--- src/rtl/pwm_shadow_timer_pkg.sv ---
package pwm_shadow_timer_pkg;
    localparam int MATCH_N = 7;
    localparam int OUT_N   = 6;
    localparam int CAP_N   = 2;
    localparam int FLAG_W  = 11;
    localparam int ADDR_W  = 4;
    localparam int DATA_W  = 32;
    localparam int MCTL_W  = 3 * MATCH_N;
    localparam int CCTL_W  = 3 * CAP_N;

    localparam logic [ADDR_W-1:0] A_CTRL   = 4'd0;
    localparam logic [ADDR_W-1:0] A_MODE   = 4'd1;
    localparam logic [ADDR_W-1:0] A_PRE    = 4'd2;
    localparam logic [ADDR_W-1:0] A_MCTL   = 4'd3;
    localparam logic [ADDR_W-1:0] A_CCTL   = 4'd4;
    localparam logic [ADDR_W-1:0] A_OCTL   = 4'd5;
    localparam logic [ADDR_W-1:0] A_LATCH  = 4'd6;
    localparam logic [ADDR_W-1:0] A_FLAG   = 4'd7;
    localparam logic [ADDR_W-1:0] A_MATCH0 = 4'd8;
    localparam logic [ADDR_W-1:0] A_MLAST  = A_MATCH0 + 4'(MATCH_N - 1);

    localparam logic [FLAG_W-1:0] FLAG_MASK = 11'h73F;

    // count-mode encodings
    typedef enum logic [1:0] {
        CM_TIMER = 2'd0,
        CM_RISE  = 2'd1,
        CM_FALL  = 2'd2,
        CM_BOTH  = 2'd3
    } cnt_mode_e;
endpackage

--- src/rtl/pwm_in_sync.sv ---
module pwm_in_sync #(
    parameter int N = 2
) (
    input  logic         clk,
    input  logic         rst_n,
    input  logic [N-1:0] din,
    output logic [N-1:0] rise_o,
    output logic [N-1:0] fall_o
);
    typedef struct packed {
        logic [N-1:0] s1;
        logic [N-1:0] s2;
        logic [N-1:0] prev;
    } sync_t;

    sync_t st_d, st_q;

    always_comb begin
        st_d      = st_q;
        st_d.s1   = din;
        st_d.s2   = st_q.s1;
        st_d.prev = st_q.s2;
    end

    always_ff @(posedge clk or negedge rst_n) begin
        if (!rst_n) st_q <= '0;
        else        st_q <= st_d;
    end

    for (genvar i = 0; i < N; i++) begin : g_edge
        assign rise_o[i] =  st_q.s2[i] & ~st_q.prev[i];
        assign fall_o[i] = ~st_q.s2[i] &  st_q.prev[i];
    end
endmodule

--- src/rtl/pwm_match_bank.sv ---
module pwm_match_bank #(
    parameter int CNT_W = 32,
    parameter int N     = 7,
    localparam int IDX_W = $clog2(N)
) (
    input  logic                    clk,
    input  logic                    rst_n,
    input  logic                    wr_val,
    input  logic [IDX_W-1:0]        wr_idx,
    input  logic [CNT_W-1:0]        wr_data,
    input  logic                    wr_latch,
    input  logic [N-1:0]            latch_data,
    input  logic                    pwm_en,
    input  logic                    commit,
    output logic [N-1:0][CNT_W-1:0] act_o
);
    typedef struct packed {
        logic [N-1:0][CNT_W-1:0] shadow;
        logic [N-1:0][CNT_W-1:0] active;
        logic [N-1:0]            latch;
    } bank_t;

    bank_t st_d, st_q;

    always_comb begin
        st_d = st_q;
        // move armed shadows on a match-driven counter reset
        for (int i = 0; i < N; i++) begin
            if (commit && st_q.latch[i]) begin
                st_d.active[i] = st_q.shadow[i];
                st_d.latch[i]  = 1'b0;
            end
        end
        if (wr_latch) st_d.latch = latch_data;
        if (wr_val) begin
            st_d.shadow[wr_idx] = wr_data;
            if (!pwm_en) st_d.active[wr_idx] = wr_data;
        end
    end

    always_ff @(posedge clk or negedge rst_n) begin
        if (!rst_n) st_q <= '0;
        else        st_q <= st_d;
    end

    assign act_o = st_q.active;
endmodule

--- src/rtl/pwm_wave_gen.sv ---
module pwm_wave_gen #(
    parameter int N_OUT = 6
) (
    input  logic             clk,
    input  logic             rst_n,
    input  logic             clear,
    input  logic             period_start,
    input  logic [N_OUT:1]   hit_i,
    input  logic [N_OUT:2]   dual_sel,
    input  logic [N_OUT:1]   out_en,
    input  logic             pwm_en,
    output logic [N_OUT-1:0] pwm_o
);
    typedef struct packed {
        logic [N_OUT-1:0] lvl;
    } wave_t;

    wave_t            st_d, st_q;
    logic [N_OUT-1:0] set_w;
    logic [N_OUT-1:0] clr_w;

    for (genvar n = 1; n <= N_OUT; n++) begin : g_out
        if (n == 1) begin : g_single
            assign set_w[n-1] = period_start;
        end else begin : g_select
            assign set_w[n-1] = dual_sel[n] ? hit_i[n-1] : period_start;
        end
        assign clr_w[n-1] = hit_i[n];
        assign pwm_o[n-1] = st_q.lvl[n-1] & out_en[n] & pwm_en;
    end

    always_comb begin
        st_d = st_q;
        for (int i = 0; i < N_OUT; i++) begin
            if (clear)         st_d.lvl[i] = 1'b0;
            else if (clr_w[i]) st_d.lvl[i] = 1'b0;
            else if (set_w[i]) st_d.lvl[i] = 1'b1;
        end
    end

    always_ff @(posedge clk or negedge rst_n) begin
        if (!rst_n) st_q <= '0;
        else        st_q <= st_d;
    end
endmodule

--- src/rtl/pwm_shadow_timer.sv ---
module pwm_shadow_timer
    import pwm_shadow_timer_pkg::*;
#(
    parameter int CNT_W = 32,
    parameter int PRE_W = 32
) (
    input  logic              clk,
    input  logic              rst_n,
    input  logic              wr_en,
    input  logic [3:0]        wr_addr,
    input  logic [31:0]       wr_data,
    input  logic [1:0]        cap_i,
    output logic [5:0]        pwm_o,
    output logic              irq_o,
    output logic [10:0]       flags_o,
    output logic [CNT_W-1:0]  count_o,
    output logic [CNT_W-1:0]  cap0_o,
    output logic [CNT_W-1:0]  cap1_o
);
    localparam int IDX_W = $clog2(MATCH_N);

    typedef struct packed {
        logic                        cnt_en;
        logic                        cnt_rst;
        logic                        pwm_en;
        logic [1:0]                  cmode;
        logic                        isel;
        logic [PRE_W-1:0]            pre;
        logic [MCTL_W-1:0]           mctl;
        logic [CCTL_W-1:0]           cctl;
        logic [OUT_N:2]              dual;
        logic [OUT_N:1]              oen;
        logic [PRE_W-1:0]            pc;
        logic [CNT_W-1:0]            tc;
        logic [FLAG_W-1:0]           flags;
        logic [CAP_N-1:0][CNT_W-1:0] cap;
    } tmr_t;

    tmr_t st_d, st_q;

    logic [CAP_N-1:0]              rise_w, fall_w;
    logic [MATCH_N-1:0][CNT_W-1:0] act_w;
    logic [MATCH_N-1:0]            hit_w, rst_hit_w, stop_w, mev_w;
    logic [CAP_N-1:0]              cap_take_w, cev_w;
    logic [FLAG_W-1:0]             flag_ev_w;
    logic                          run_w, tick_w, sel_rise_w, sel_fall_w;
    logic                          mwr_w;
    logic                          cnt_en_w, cnt_rst_w;

    pwm_in_sync #(.N(CAP_N)) u_sync (
        .clk    (clk),
        .rst_n  (rst_n),
        .din    (cap_i),
        .rise_o (rise_w),
        .fall_o (fall_w)
    );

    assign mwr_w = wr_en && (wr_addr >= A_MATCH0) && (wr_addr <= A_MLAST);

    pwm_match_bank #(.CNT_W(CNT_W), .N(MATCH_N)) u_bank (
        .clk        (clk),
        .rst_n      (rst_n),
        .wr_val     (mwr_w),
        .wr_idx     (IDX_W'(wr_addr - A_MATCH0)),
        .wr_data    (wr_data[CNT_W-1:0]),
        .wr_latch   (wr_en && (wr_addr == A_LATCH)),
        .latch_data (wr_data[MATCH_N-1:0]),
        .pwm_en     (st_q.pwm_en),
        .commit     (|rst_hit_w),
        .act_o      (act_w)
    );

    // advance strobe
    assign run_w      = st_q.cnt_en && !st_q.cnt_rst;
    assign sel_rise_w = rise_w[st_q.isel];
    assign sel_fall_w = fall_w[st_q.isel];

    always_comb begin
        unique case (cnt_mode_e'(st_q.cmode))
            CM_TIMER: tick_w = run_w && (st_q.pc == st_q.pre);
            CM_RISE:  tick_w = run_w && sel_rise_w;
            CM_FALL:  tick_w = run_w && sel_fall_w;
            default:  tick_w = run_w && (sel_rise_w || sel_fall_w);
        endcase
    end

    for (genvar i = 0; i < MATCH_N; i++) begin : g_match
        assign hit_w[i]     = tick_w && (st_q.tc == act_w[i]);
        assign mev_w[i]     = hit_w[i] & st_q.mctl[3*i];
        assign rst_hit_w[i] = hit_w[i] & st_q.mctl[3*i+1];
        assign stop_w[i]    = hit_w[i] & st_q.mctl[3*i+2];
    end

    for (genvar c = 0; c < CAP_N; c++) begin : g_cap
        assign cap_take_w[c] = (rise_w[c] & st_q.cctl[3*c]) |
                               (fall_w[c] & st_q.cctl[3*c+1]);
        assign cev_w[c]      = cap_take_w[c] & st_q.cctl[3*c+2];
    end

    assign flag_ev_w = {mev_w[6:4], 2'b00, cev_w, mev_w[3:0]};

    always_comb begin
        st_d = st_q;

        if (st_q.cnt_rst) begin
            st_d.pc = '0;
            st_d.tc = '0;
        end else begin
            if (st_q.cnt_en && (st_q.cmode == CM_TIMER))
                st_d.pc = (st_q.pc == st_q.pre) ? '0 : st_q.pc + PRE_W'(1);
            if (tick_w) begin
                if (|rst_hit_w)    st_d.tc = '0;
                else if (!(|stop_w)) st_d.tc = st_q.tc + CNT_W'(1);
            end
        end
        if (|stop_w) st_d.cnt_en = 1'b0;

        for (int c = 0; c < CAP_N; c++)
            if (cap_take_w[c]) st_d.cap[c] = st_q.tc;

        if (wr_en && (wr_addr == A_FLAG))
            st_d.flags = st_q.flags & ~wr_data[FLAG_W-1:0];
        st_d.flags = (st_d.flags | flag_ev_w) & FLAG_MASK;

        if (wr_en) begin
            unique case (wr_addr)
                A_CTRL: begin
                    st_d.cnt_en  = wr_data[0];
                    st_d.cnt_rst = wr_data[1];
                    st_d.pwm_en  = wr_data[3];
                end
                A_MODE: begin
                    st_d.cmode = wr_data[1:0];
                    st_d.isel  = wr_data[2];
                end
                A_PRE:   st_d.pre  = wr_data[PRE_W-1:0];
                A_MCTL:  st_d.mctl = wr_data[MCTL_W-1:0];
                A_CCTL:  st_d.cctl = wr_data[CCTL_W-1:0];
                A_OCTL: begin
                    st_d.dual = wr_data[OUT_N:2];
                    st_d.oen  = wr_data[OUT_N+8:9];
                end
                default: ;
            endcase
        end
    end

    always_ff @(posedge clk or negedge rst_n) begin
        if (!rst_n) st_q <= '0;
        else        st_q <= st_d;
    end

    pwm_wave_gen #(.N_OUT(OUT_N)) u_wave (
        .clk          (clk),
        .rst_n        (rst_n),
        .clear        (st_q.cnt_rst),
        .period_start (rst_hit_w[0]),
        .hit_i        (hit_w[MATCH_N-1:1]),
        .dual_sel     (st_q.dual),
        .out_en       (st_q.oen),
        .pwm_en       (st_q.pwm_en),
        .pwm_o        (pwm_o)
    );

    assign cnt_en_w  = st_q.cnt_en;
    assign cnt_rst_w = st_q.cnt_rst;
    assign flags_o   = st_q.flags;
    assign irq_o     = |st_q.flags;
    assign count_o   = st_q.tc;
    assign cap0_o    = st_q.cap[0];
    assign cap1_o    = st_q.cap[1];
endmodule

--- config.mk ---
export PLATFORM = sky130hd
export DESIGN_NAME = pwm_shadow_timer
export DESIGN_NICKNAME = d
export VERILOG_FILES = /design/src/rtl/pwm_shadow_timer_pkg.sv /design/src/rtl/pwm_in_sync.sv /design/src/rtl/pwm_match_bank.sv /design/src/rtl/pwm_wave_gen.sv /design/src/rtl/pwm_shadow_timer.sv
export SDC_FILE = /design/constraint.sdc
export NUM_CORES = 1
export LEC_CHECK = 0
export BUFFER_PORTS_ARGS = -buffer_cell sky130_fd_sc_hd__buf_4
export CAP_MARGIN = 20
export CORE_UTILIZATION = 50
export CTS_BUF_LIST = sky130_fd_sc_hd__clkbuf_4
export DETAILED_ROUTE_END_ITERATION = 6
export PLACE_DENSITY = 0.67
export SYNTH_ARGS = -nofsm -noshare
export SYNTH_HDL_FRONTEND = slang
export SYNTH_SLANG_ARGS = --single-unit
--- constraint.sdc ---
create_clock -name clk -period 2.8 [get_ports clk]
set_clock_uncertainty 0.2 [all_clocks]
set_input_delay 0.56 -clock clk [delete_from_list [all_inputs] [get_ports clk]]
set_output_delay 0.56 -clock clk [all_outputs]
set_load 0.02 [all_outputs]
# After elaboration in Yosys (flattened, before gate mapping)
# Cells that the tools add are included.
# op_classes
n_addsub	3
order_cmp	5
eq_ne	18
n_mux	64
n_bitwise	52
n_reduce_logical	54
# op_table
cell	count
bitwise mux 224 bit	2
two-way mux 224 bit	2
two-way mux 32 bit	14
equality test 32 bit	8
demux 32 bit (select 3 bit)	1
two-way mux 76 bit	1
adder 32 x 1 -> 32 bit (second input constant)	2
two-way mux 64 bit	1
AND 1 bit	43
two-way mux 1 bit	35
logical AND 1 bit	25
two-way mux 11 bit	2
two-way mux 21 bit	1
nonzero test 2 bit	9
nonzero test 3 bit	6
equality test 4 x 3 -> 1 bit (second input constant)	4
AND reduction 2 bit	7
OR reduction 7 bit	2
AND 11 bit	1
NOT 11 bit	1
bitwise OR 11 bit	1
OR reduction 9 bit	1
equality test 4 x 2 -> 1 bit (second input constant)	2
two-way mux 7 bit	1
other kinds (19)	24
# word_totals
regBits	680
inputBits	41
out_inout_bits	114
elab_cells	241

# Longest topological paths before layout
# Gate-level depths: netlist of the first run.
# logic_depth
depth_word	15
depth_mapped	12
mapped_depth_nobuf	9

# Hierarchy
# A second synthesis of the first run with hierarchy kept.
# unflattened
cells_unflattened	3027
hier_area_um2	35555.4
# by_module_without_submodules
module	instances	cells_each	area_per_inst_um2
pwm_match_bank	1	1616	21249.1
pwm_shadow_timer	1	1372	13818.3
pwm_wave_gen	1	29	302.8
pwm_in_sync	1	10	185.2

# Worst setup path before layout of the first run
# Ideal clock, no wire load.
# synth_path
kind	register -> register
start	register st_q, in the netlist count_o[17]
end	register u_bank.st_q, in the netlist u_bank.act_o[100]
setup_time_ps	137
arrival_ps	2375
slack_ps	88
stages_incl_launch_ff	12
n_path_buf	3
period_less_slack_ps	2712
path_cell_list	dfrtp_1 -> buf_2 -> xor2_1 -> nor4_1 -> nand4_1 -> nor2_1 -> a221o_1 -> buf_2 -> o211ai_2 -> buf_6 -> mux2i_1 -> a21oi_1
# synth_lines
element	line	rtl
start: declaration	pwm_shadow_timer.sv:39	tmr_t st_d, st_q;
start signal: assignment	pwm_shadow_timer.sv:150	else st_q <= st_d;
end signal: assignment	pwm_match_bank.sv:43	else st_q <= st_d;
end: declaration	pwm_match_bank.sv:23	bank_t st_d, st_q;

==> results.txt, run 1 <==
Power Internal - 0.0186 W
Worst r2r path cells - 14
Logic pwr share - 17.4%
DRC - 1
Yosys reg bits - 680
Sw power - 0.00777 W
TritonCTS Buffers - 180
Hold slack - 0.110 ns
Setup TNS Final - -109.61 ns
Crit path top cell by count - buf_12
Clk network pwr share - 33.1%
Die height - 259 µm
CTS Sinks - 680
Max-slew violation count - 0
Slew @ Worst Pin - 0.771 ns
Most common cell after layout, fill and taps aside - dfrtp_1
FF-to-FF End - u_bank.act_o[25]$_DFF_PN0_
Post-DR vias/cell - 5.87
Power Dens Cells - 637 nW/µm²
Dpl hpwl - 70,800 µm
LEAKAGE - 19.8 nW
Clk buf depth - 3
CTS tree - built
Reg area - 17,000 µm²
# nets final - 3,379
Slowest-stage cell, CP - nor4_4
Worst Hold Class - input port to async pin
Switching Share - 29.4%
Post-DP Area - 36,400 µm²
Max cap viols - 0
Number of synthesized flops with an enable pin - 0
Rows - 93
RSZ-0062 raised after global routing - yes
Most frequent cells in the layout - dfrtp_1, buf_4, mux2_2, nor2_1, clkbuf_4
Total grt overflow - 0
CP required - 3.47 ns
Critical path peak fanout - 13
Final Instance Area - 41,400 µm²
Top Ports - 155
FFs w/ async S/R, synth - 100%
First-pass GRT wire length - 159,000 µm
Main flop type after synthesis - dfrtp_1
Rel. slew slack - 48.6%
Final WS setup - -0.506 ns
Synth Warn # - 0
Initial Utilization - 50.9%
Fin crit share - 118%
Initial antenna violation count - 1
Total GRT Usage - 31.9%
Hold Fails Final Rpt - 0
Die W - 259 µm
Total core area - 64,800 µm²
Critical path arrival - 3.98 ns
Layout cells sized above 1 - 39.5%
Final-report setup violation count - 292
Root Driver - clkbuf_4
Synth cell types - 68
Crit-path cells - buf_12, xnor2_4, nand4_1, nor4_4, buf_4, nand3_2, nand4_1, buf_6, buf_6, o211ai_4, buf_12, buf_12, mux2i_1, a21oi_1
Later-pin clock latency in the skew report - 1.05 ns
Sequential fraction of the synthesis area - 51.6%
WL/cell - 25.1 µm
Total number of vias - 25,300
Clock Pin Slew Worst Setup and Hold Paths - 0.07 ns
Seq pwr share - 49.6%
Vias in the first global route - 25,500
Area occupied by multi-input gates - 15,200 µm²
Die area - 67,000 µm²
Final ANT Viol Nets - 0
Pin count of the biggest net entering global routing - 84
Failing checks - DRC, setup timing
Startpoint Class - flip-flop
DR pass1 iterations - 7
Pre-CTS WS - -0.942 ns
Mean post-synth cell area - 11.4 µm²
Tmin final - 3.31 ns
P&R area growth vs syn - 25.6%
R2R Path Start - count_o[6]$_DFFE_PN0P_
Cells after Synth - 2,886
Crit Path Class - flip-flop to flip-flop
Endpoint type of the worst setup path - flip-flop
PortBufs - 152
Final wirelength - 108,000 µm
Run status - finished, violations left
VDD IR-drop max - 0.334 mV
Placer Congestion - 0.983
Initial drt markers - 2,415
Delay of the slowest cell on the worst path - 0.46 ns
H-tree Lvls - 4
Fill cells - 4,923
Flop-to-flop setup slack - -0.51 ns
Mapped cell area - 33,000 µm²
Max Clk Rate - 0.302 GHz
CP delay by family, top - buffers and inverters
Bufs and invs on worst path - 6
[cells by family after synthesis]
kind of cell,Yosys count,share of synthesized area (%)
DFF,680,51.6
and+or+nand+nor,646,9.73
muxes,589,19.3
xor gates and xnor gates,272,7.22
AOI/OAI and AO/OA,354,6.20
other,1,0.0114
buffers and inverters,342,5.91
adders and majority gates,2,0.0759
[how the worst max path moves through the flow]
stage	start	endpoint	slack [ns]	depth (start not counted)
floorplan	count_o[17]$_DFFE_PN0P_	u_bank.act_o[100]$_DFF_PN0_	0.09	11
finish	count_o[6]$_DFFE_PN0P_	u_bank.act_o[25]$_DFF_PN0_	-0.51	14
CTS	st_q[117]$_DFFE_PN0P_	u_bank.act_o[133]$_DFF_PN0_	-0.41	15
global placement	count_o[15]$_DFFE_PN0P_	count_o[24]$_DFFE_PN0P_	-1.03	12
detailed placement	count_o[15]$_DFFE_PN0P_	count_o[24]$_DFFE_PN0P_	-0.94	12
global route	count_o[24]$_DFFE_PN0P_	u_bank.act_o[70]$_DFF_PN0_	-0.55	14
[cell type report]
cell class	instances	area share [%]
antenna	1	0.00604
clock buffer	268	4.86
clock inverter	34	0.574
inverter	13	0.118
multi-input combinational	1865	36.6
sequential	680	41.1
tap	855	2.58
timing repair buffer	596	14.1
[what timing repair did]
action | 4_1_cts | 5_1_grt
cloned | 4 | 11
buffers inserted | 57 | 26
hold buffers | 45 | 0
pin swaps | 63 | 113
gates resized for setup | 181 | 53
setup endpoints to repair | 295 | 297
endpoints found under the hold margin | 1222 | 0
[sequential cells by signal, summed over array words and instances (netlist names)]
signal        cells
u_bank.st_q     231
u_bank.act_o    224
st_q            106
cap0_o           32
cap1_o           32
count_o          32
flags_o           9
u_wave.st_q       6
u_sync.st_d       4
u_sync.st_q       2
cnt_en_w          1
cnt_rst_w         1
[Yosys cell counts (7+ instances only)]
master	instances	area share [%]
o21ai_0	42	0.64
nor2_1	284	3.2
nand3_1	51	0.77
nor4_1	31	0.59
a22o_1	10	0.27
buf_2	37	0.56
o211ai_2	7	0.27
buf_6	19	0.65
mux2i_1	226	6.9
xnor2_1	195	5.2
and3_1	28	0.53
nor2b_1	15	0.28
clkbuf_1	131	1.5
xor2_1	77	2.0
o311ai_0	7	0.19
buf_4	127	2.9
or3_1	11	0.21
nand2_1	69	0.79
inv_1	13	0.15
nor3_1	21	0.32
nand2b_1	8	0.15
o41ai_1	8	0.21
nand4_1	73	1.4
buf_1	15	0.17
a21oi_1	242	3.7
dfrtp_1	680	52
nand4b_1	7	0.19
mux2_2	363	12
nand3b_1	11	0.25
[metrics by stage]
step	utilization (%)	power (W)	cells
floorplan	-	0.0154	2887
detailed placement	56.2	0.0173	3872
global route	63.9	0.0276	4312
CTS	62.8	0.0264	4277
global placement	56.2	0.0170	3872
finish	63.9	0.0264	4312
[worst reg2reg max path, stage by stage, from the launching register on]
cell and delay [ns]:
dfrtp_1 0.41, buf_12 0.17, xnor2_4 0.24, nand4_1 0.22, nor4_4 0.46, buf_4 0.19
nand3_2 0.07, nand4_1 0.23, buf_6 0.19, buf_6 0.11, o211ai_4 0.09, buf_12 0.16
buf_12 0.16, mux2i_1 0.17, a21oi_1 0.08
[metal layers]
layer / part of all wire (%) / up-vias / global-route usage, %
li1: - / 10900 / -
met1: 40 / 12800 / 41.9
met2: 46 / 1302 / 49.5
met3: 8.0 / 304 / 6.47
met4: 5.7 / 0 / 18.2
met5: 0 / - / 0
[power groups by stage]
| stage | sequential [W] | clock, W | combinational (W) |
|---|---|---|---|
| 2_1_floorplan | 0.0125 | 0 | 0.00284 |
| 3_3_place_gp | 0.0130 | 0 | 0.00406 |
| 3_5_place_dp | 0.0131 | 0 | 0.00422 |
| 4_1_cts | 0.0130 | 0.00888 | 0.00449 |
| 5_1_grt | 0.0132 | 0.00944 | 0.00490 |
| 6_report | 0.0131 | 0.00872 | 0.00458 |
(Power assumes the default switching activity.)
==> run 2, diff against run 1 <==
SETUP_SLACK_MARGIN = 0.05   (was not set)
==> results.txt, run 2 (same netlist as run 1, synthesis figures left out) <==
Tmin final - 3.29 ns
Rel. slew slack - 49.3%
PortBufs - 152
R2R Path Start - st_q[181]$_DFFE_PN0P_
Layout cells sized above 1 - 39.8%
CP required - 3.45 ns
DR pass1 iterations - 5
Top Ports - 155
Flop-to-flop setup slack - -0.49 ns
LEAKAGE - 19.9 nW
Hold slack - 0.113 ns
H-tree Lvls - 4
DRC - 0
CTS Sinks - 680
Critical path arrival - 3.94 ns
Final-report setup violation count - 292
Initial drt markers - 2,614
Most frequent cells in the layout - dfrtp_1, buf_4, mux2_2, nor2_1, clkbuf_4
Crit path from - st_q[181]$_DFFE_PN0P_
Die W - 259 µm
Worst r2r path cells - 15
FF-to-FF End - u_bank.act_o[157]$_DFF_PN0_
Final wirelength - 109,000 µm
Pin count of the biggest net entering global routing - 84
Slew @ Worst Pin - 0.761 ns
Initial antenna violation count - 1
Die area - 67,000 µm²
CTS tree - built
Largest register by flop count - u_bank.st_q
Crit path top cell by count - buf_12
Clock Pin Slew Worst Setup and Hold Paths - 0.06 ns
TritonCTS Buffers - 180
Slowest-stage cell, CP - nor4_4
Vias in the first global route - 25,500
Max Clk Rate - 0.304 GHz
Fin crit share - 117%
Startpoint Class - flip-flop
Max reg flops - 231
Delay of the slowest cell on the worst path - 0.42 ns
Total number of vias - 25,300
RSZ-0062 raised after global routing - yes
Post-DR vias/cell - 5.87
Final WS setup - -0.490 ns
Later-pin clock latency in the skew report - 1.05 ns
Endpoint type of the worst setup path - flip-flop
Placer Congestion - 0.983
Crit Path Class - flip-flop to flip-flop
Power Dens Cells - 635 nW/µm²
Total GRT Usage - 31.9%
VDD IR-drop max - 0.332 mV
# nets final - 3,386
Hold Fails Final Rpt - 0
Dpl hpwl - 70,800 µm
Worst Hold Class - input port to async pin
Critical path peak fanout - 6
Max-slew violation count - 0
Final Total Pwr - 0.0264 W
Run status - finished, violations left
Root Driver - clkbuf_4
Rows - 93
Clk buf depth - 3
WL/cell - 25.1 µm
Failing checks - setup timing
Die height - 259 µm
First-pass GRT wire length - 159,000 µm
Critical Path End - u_bank.act_o[157]$_DFF_PN0_
Setup TNS Final - -106.66 ns
Most common cell after layout, fill and taps aside - dfrtp_1
Initial Utilization - 50.9%
P&R area growth vs syn - 26.2%
Total grt overflow - 0
Crit-path cells - xnor2_2, nand4_1, nor4_4, buf_4, a32oi_2, buf_4, buf_6, nor2_4, buf_12, buf_12, o211ai_4, buf_12, clkbuf_16, mux2i_1, a21oi_1
Final ANT Viol Nets - 0
Total core area - 64,800 µm²
Max cap viols - 0
-- run 2: cell type report --
type / instances / area (µm²)
Timing Repair Buffer: 603 / 5940
Multi-Input combinational cell: 1865 / 15300
Tap cell: 855 / 1070
Sequential cell: 680 / 17000
Fill cell: 4895 / 23200
Clock buffer: 268 / 2010
Clock inverter: 34 / 238
Antenna cell: 2 / 5.00
Inverter: 13 / 48.8
-- run 2: per-stage QoR --
step,instances,cell area (µm²),utilization (%),setup WS [ns]
after floorplan,2887,33000,-,0.0877
after global placement,3872,36400,56.2,-1.03
after detailed placement,3872,36400,56.2,-0.942
after CTS,4277,40700,62.8,-0.411
after global routing,4319,41600,64.2,-0.556
final,4320,41600,64.2,-0.490
-- run 2: worst min path at each step --
stage                                        start                  endpoint  cells past startpoint
final                                        rst_n  u_sync.st_q[0]$_DFF_PN0_                      3
after detailed placement  u_sync.st_d[3]$_DFF_PN0_  u_sync.st_d[1]$_DFF_PN0_                      0
after floorplan                              rst_n     cap0_o[0]$_DFFE_PN0N_                      0
after global placement    u_sync.st_d[3]$_DFF_PN0_  u_sync.st_d[1]$_DFF_PN0_                      0
after global routing                         rst_n     cap0_o[1]$_DFFE_PN0N_                      3
after CTS                                    rst_n  u_sync.st_q[0]$_DFF_PN0_                      3
-- run 2: layer usage --
layer	wire length, µm	vias up	GRT usage [%]
li1	-	10900	-
met1	43400	12800	41.8
met2	50100	1263	49.6
met3	8660	312	6.44
met4	6340	0	18.2
met5	0	-	0
-- run 2: critical path, delay by kind of cell (launching register included) --
kind / cells / cell delay [ns]
buf+inv: 7 / 1.09
simple gates: 3 / 0.77
xor+xnor: 1 / 0.22
compound gates: 3 / 0.29
mux: 1 / 0.15
flops: 1 / 0.41
-- run 2: repair_timing --
item / CTS / global route
resized for setup: 181 / 78
pin swaps: 63 / 121
gates cloned: 4 / 12
endpoints found under the setup margin: 298 / 302
hold buffers: 45 / 0
buffers inserted: 57 / 31
endpoints found under the hold margin: 1222 / 0
-- run 2: power breakdown --
part	switching, W	internal (W)
Combinational	0.00218	0.00242
Clock	0.00411	0.00461
Sequential	0.00149	0.0116
==> run 3, diff against run 2 <==
CORE_ASPECT_RATIO = 0.8   (was not set)
==> results.txt, run 3 (same netlist as run 1, synthesis figures left out) <==
Max reg flops - 231
Power Internal - 0.0183 W
Final-report setup violation count - 266
# nets final - 3,369
Run status - finished, violations left
H-tree Lvls - 4
Critical path arrival - 4.08 ns
Crit Path Class - flip-flop to flip-flop
Fill cells - 4,940
Area occupied by multi-input gates - 15,300 µm²
PortBufs - 152
Reg area - 17,000 µm²
Flop-to-flop setup slack - -0.57 ns
Startpoint Class - flip-flop
Die height - 232 µm
P&R area growth vs syn - 26.5%
Max Clk Rate - 0.297 GHz
LEAKAGE - 19.7 nW
Total grt overflow - 0
Highest Signal Layer - met4
Most common cell after layout, fill and taps aside - dfrtp_1
Later-pin clock latency in the skew report - 1.05 ns
Seq pwr share - 49.8%
Die area - 67,000 µm²
Root Driver - clkbuf_4
Slew @ Worst Pin - 0.747 ns
Clk buf depth - 3
Top Ports - 155
Sw power - 0.00768 W
Total core area - 64,700 µm²
Final wirelength - 109,000 µm
DR pass1 iterations - 6
Final ANT Viol Nets - 0
Worst Hold Class - input port to async pin
Final Util - 64.5%
First-pass GRT wire length - 158,000 µm
CP required - 3.51 ns
Met1 wire length - 45,100 µm
Final WS setup - -0.569 ns
Initial drt markers - 2,557
Power Dens Cells - 623 nW/µm²
DRC - 0
Clock Pin Slew Worst Setup and Hold Paths - 0.06 ns
Pin count of the biggest net entering global routing - 82
Final cell count without fillers - 4,302
Most frequent cells in the layout - dfrtp_1, buf_4, mux2_2, nor2_1, clkbuf_4
Largest register by flop count - u_bank.st_q
Met3 routed WL - 10,100 µm
Die W - 289 µm
RSZ-0062 raised after global routing - yes
CTS tree - built
Hold Fails Final Rpt - 0
Endpoint type of the worst setup path - flip-flop
Routed wl met2 - 50,300 µm
Fin crit share - 120%
Failing checks - setup timing
FF-to-FF End - u_bank.act_o[78]$_DFF_PN0_
Dpl hpwl - 70,400 µm
CTS Sinks - 680
Logic pwr share - 17.2%
Tmin final - 3.37 ns
Placer Congestion - 0.936
Critical path peak fanout - 6
Max cap viols - 0
Layout cells sized above 1 - 40.0%
Total GRT Usage - 32.3%
Worst r2r path cells - 14
Rows - 83
R2R Path Start - count_o[6]$_DFFE_PN0P_
Initial Utilization - 51.0%
Post-DR vias/cell - 5.89
Inst Count DP - 3,875
WL/cell - 25.4 µm
Switching Share - 29.5%
Total number of vias - 25,300
VDD IR-drop max - 0.379 mV
Clk network pwr share - 32.9%
Initial antenna violation count - 9
Rel. slew slack - 50.2%
Max-slew violation count - 0
TritonCTS Buffers - 171
Vias in the first global route - 25,100
[run 3: cell count changes in the layout (fill, tap and decap cells not counted), moves of 9 or more]
| cell | delta |
|---|---|
| clkbuf_4 | -23 |
| o21ai_2 | +9 |
| buf_4 | -30 |
| clkinv_1 | +9 |
| o21ai_0 | -16 |
| xnor2_1 | +13 |
[run 3: final cells by class]
cell class | instances | area share (%)
diodes | 9 | 0.0540
clock buffers | 245 | 4.41
clock inverters | 45 | 0.756
inverters | 13 | 0.117
multi-input cells | 1865 | 36.7
flip-flops and latches | 680 | 40.8
well taps | 850 | 2.55
repair buffers | 595 | 14.6
[run 3: worst max-delay path, cell delays in order (launching register included)]
cell      delay (ns)
dfrtp_2         0.43
buf_12          0.15
xnor2_4         0.18
nand4_1         0.36
nor4_4          0.51
nand3_2         0.16
nand4_1         0.19
buf_12          0.14
buf_12          0.10
buf_12          0.10
o211ai_4        0.08
buf_12          0.16
buf_12          0.15
mux2i_2         0.21
a21oi_2         0.08
[run 3: power by group through the flow]
stage	logic, W	registers, W	clock network [W]
2_1_floorplan	0.00284	0.0125	0
5_1_grt	0.00483	0.0131	0.00928
6_report	0.00449	0.0130	0.00857
4_1_cts	0.00434	0.0129	0.00872
3_3_place_gp	0.00404	0.0129	0
3_5_place_dp	0.00420	0.0130	0
[run 3: worst max path at each step]
stage | to | start | slack (ns) | depth (start not counted)
6_report | u_bank.act_o[78]$_DFF_PN0_ | count_o[6]$_DFFE_PN0P_ | -0.57 | 14
5_1_grt | u_bank.act_o[78]$_DFF_PN0_ | count_o[20]$_DFFE_PN0P_ | -0.57 | 15
4_1_cts | u_bank.act_o[94]$_DFF_PN0_ | count_o[19]$_DFFE_PN0P_ | -0.45 | 14
3_5_place_dp | u_bank.act_o[184]$_DFF_PN0_ | count_o[3]$_DFFE_PN0P_ | -0.82 | 13
3_3_place_gp | count_o[9]$_DFFE_PN0P_ | count_o[16]$_DFFE_PN0P_ | -0.71 | 12
2_1_floorplan | u_bank.act_o[100]$_DFF_PN0_ | count_o[17]$_DFFE_PN0P_ | 0.09 | 11
[run 3: through the flow]
stage	setup TNS (ns)	hold slack, ns	instance area (µm²)	worst slack (ns)	power (W)
4_1_cts	-91.95	0.0850	40300	-0.454	0.0259
3_3_place_gp	-161.79	0.134	36600	-0.715	0.0169
2_1_floorplan	0	0.0644	33000	0.0877	0.0154
6_report	-113.59	0.152	41700	-0.569	0.0260
3_5_place_dp	-175.29	0.136	36600	-0.824	0.0172
5_1_grt	-121.39	0.109	41700	-0.571	0.0272
[run 3: layer usage]
layer	vias up	GRT usage (%)
met5	-	0
met4	0	14.7
met3	227	7.81
met2	1311	49.0
met1	12800	43.9
li1	11000	-
[run 3: what timing repair did]
item,4_1_cts,5_1_grt
resized for setup,113,216
cloned,10,12
buffers inserted,33,37
pin swaps,72,169
endpoints found under the setup margin,295,298
hold buffers,46,0
hold endpoints to repair,1222,0
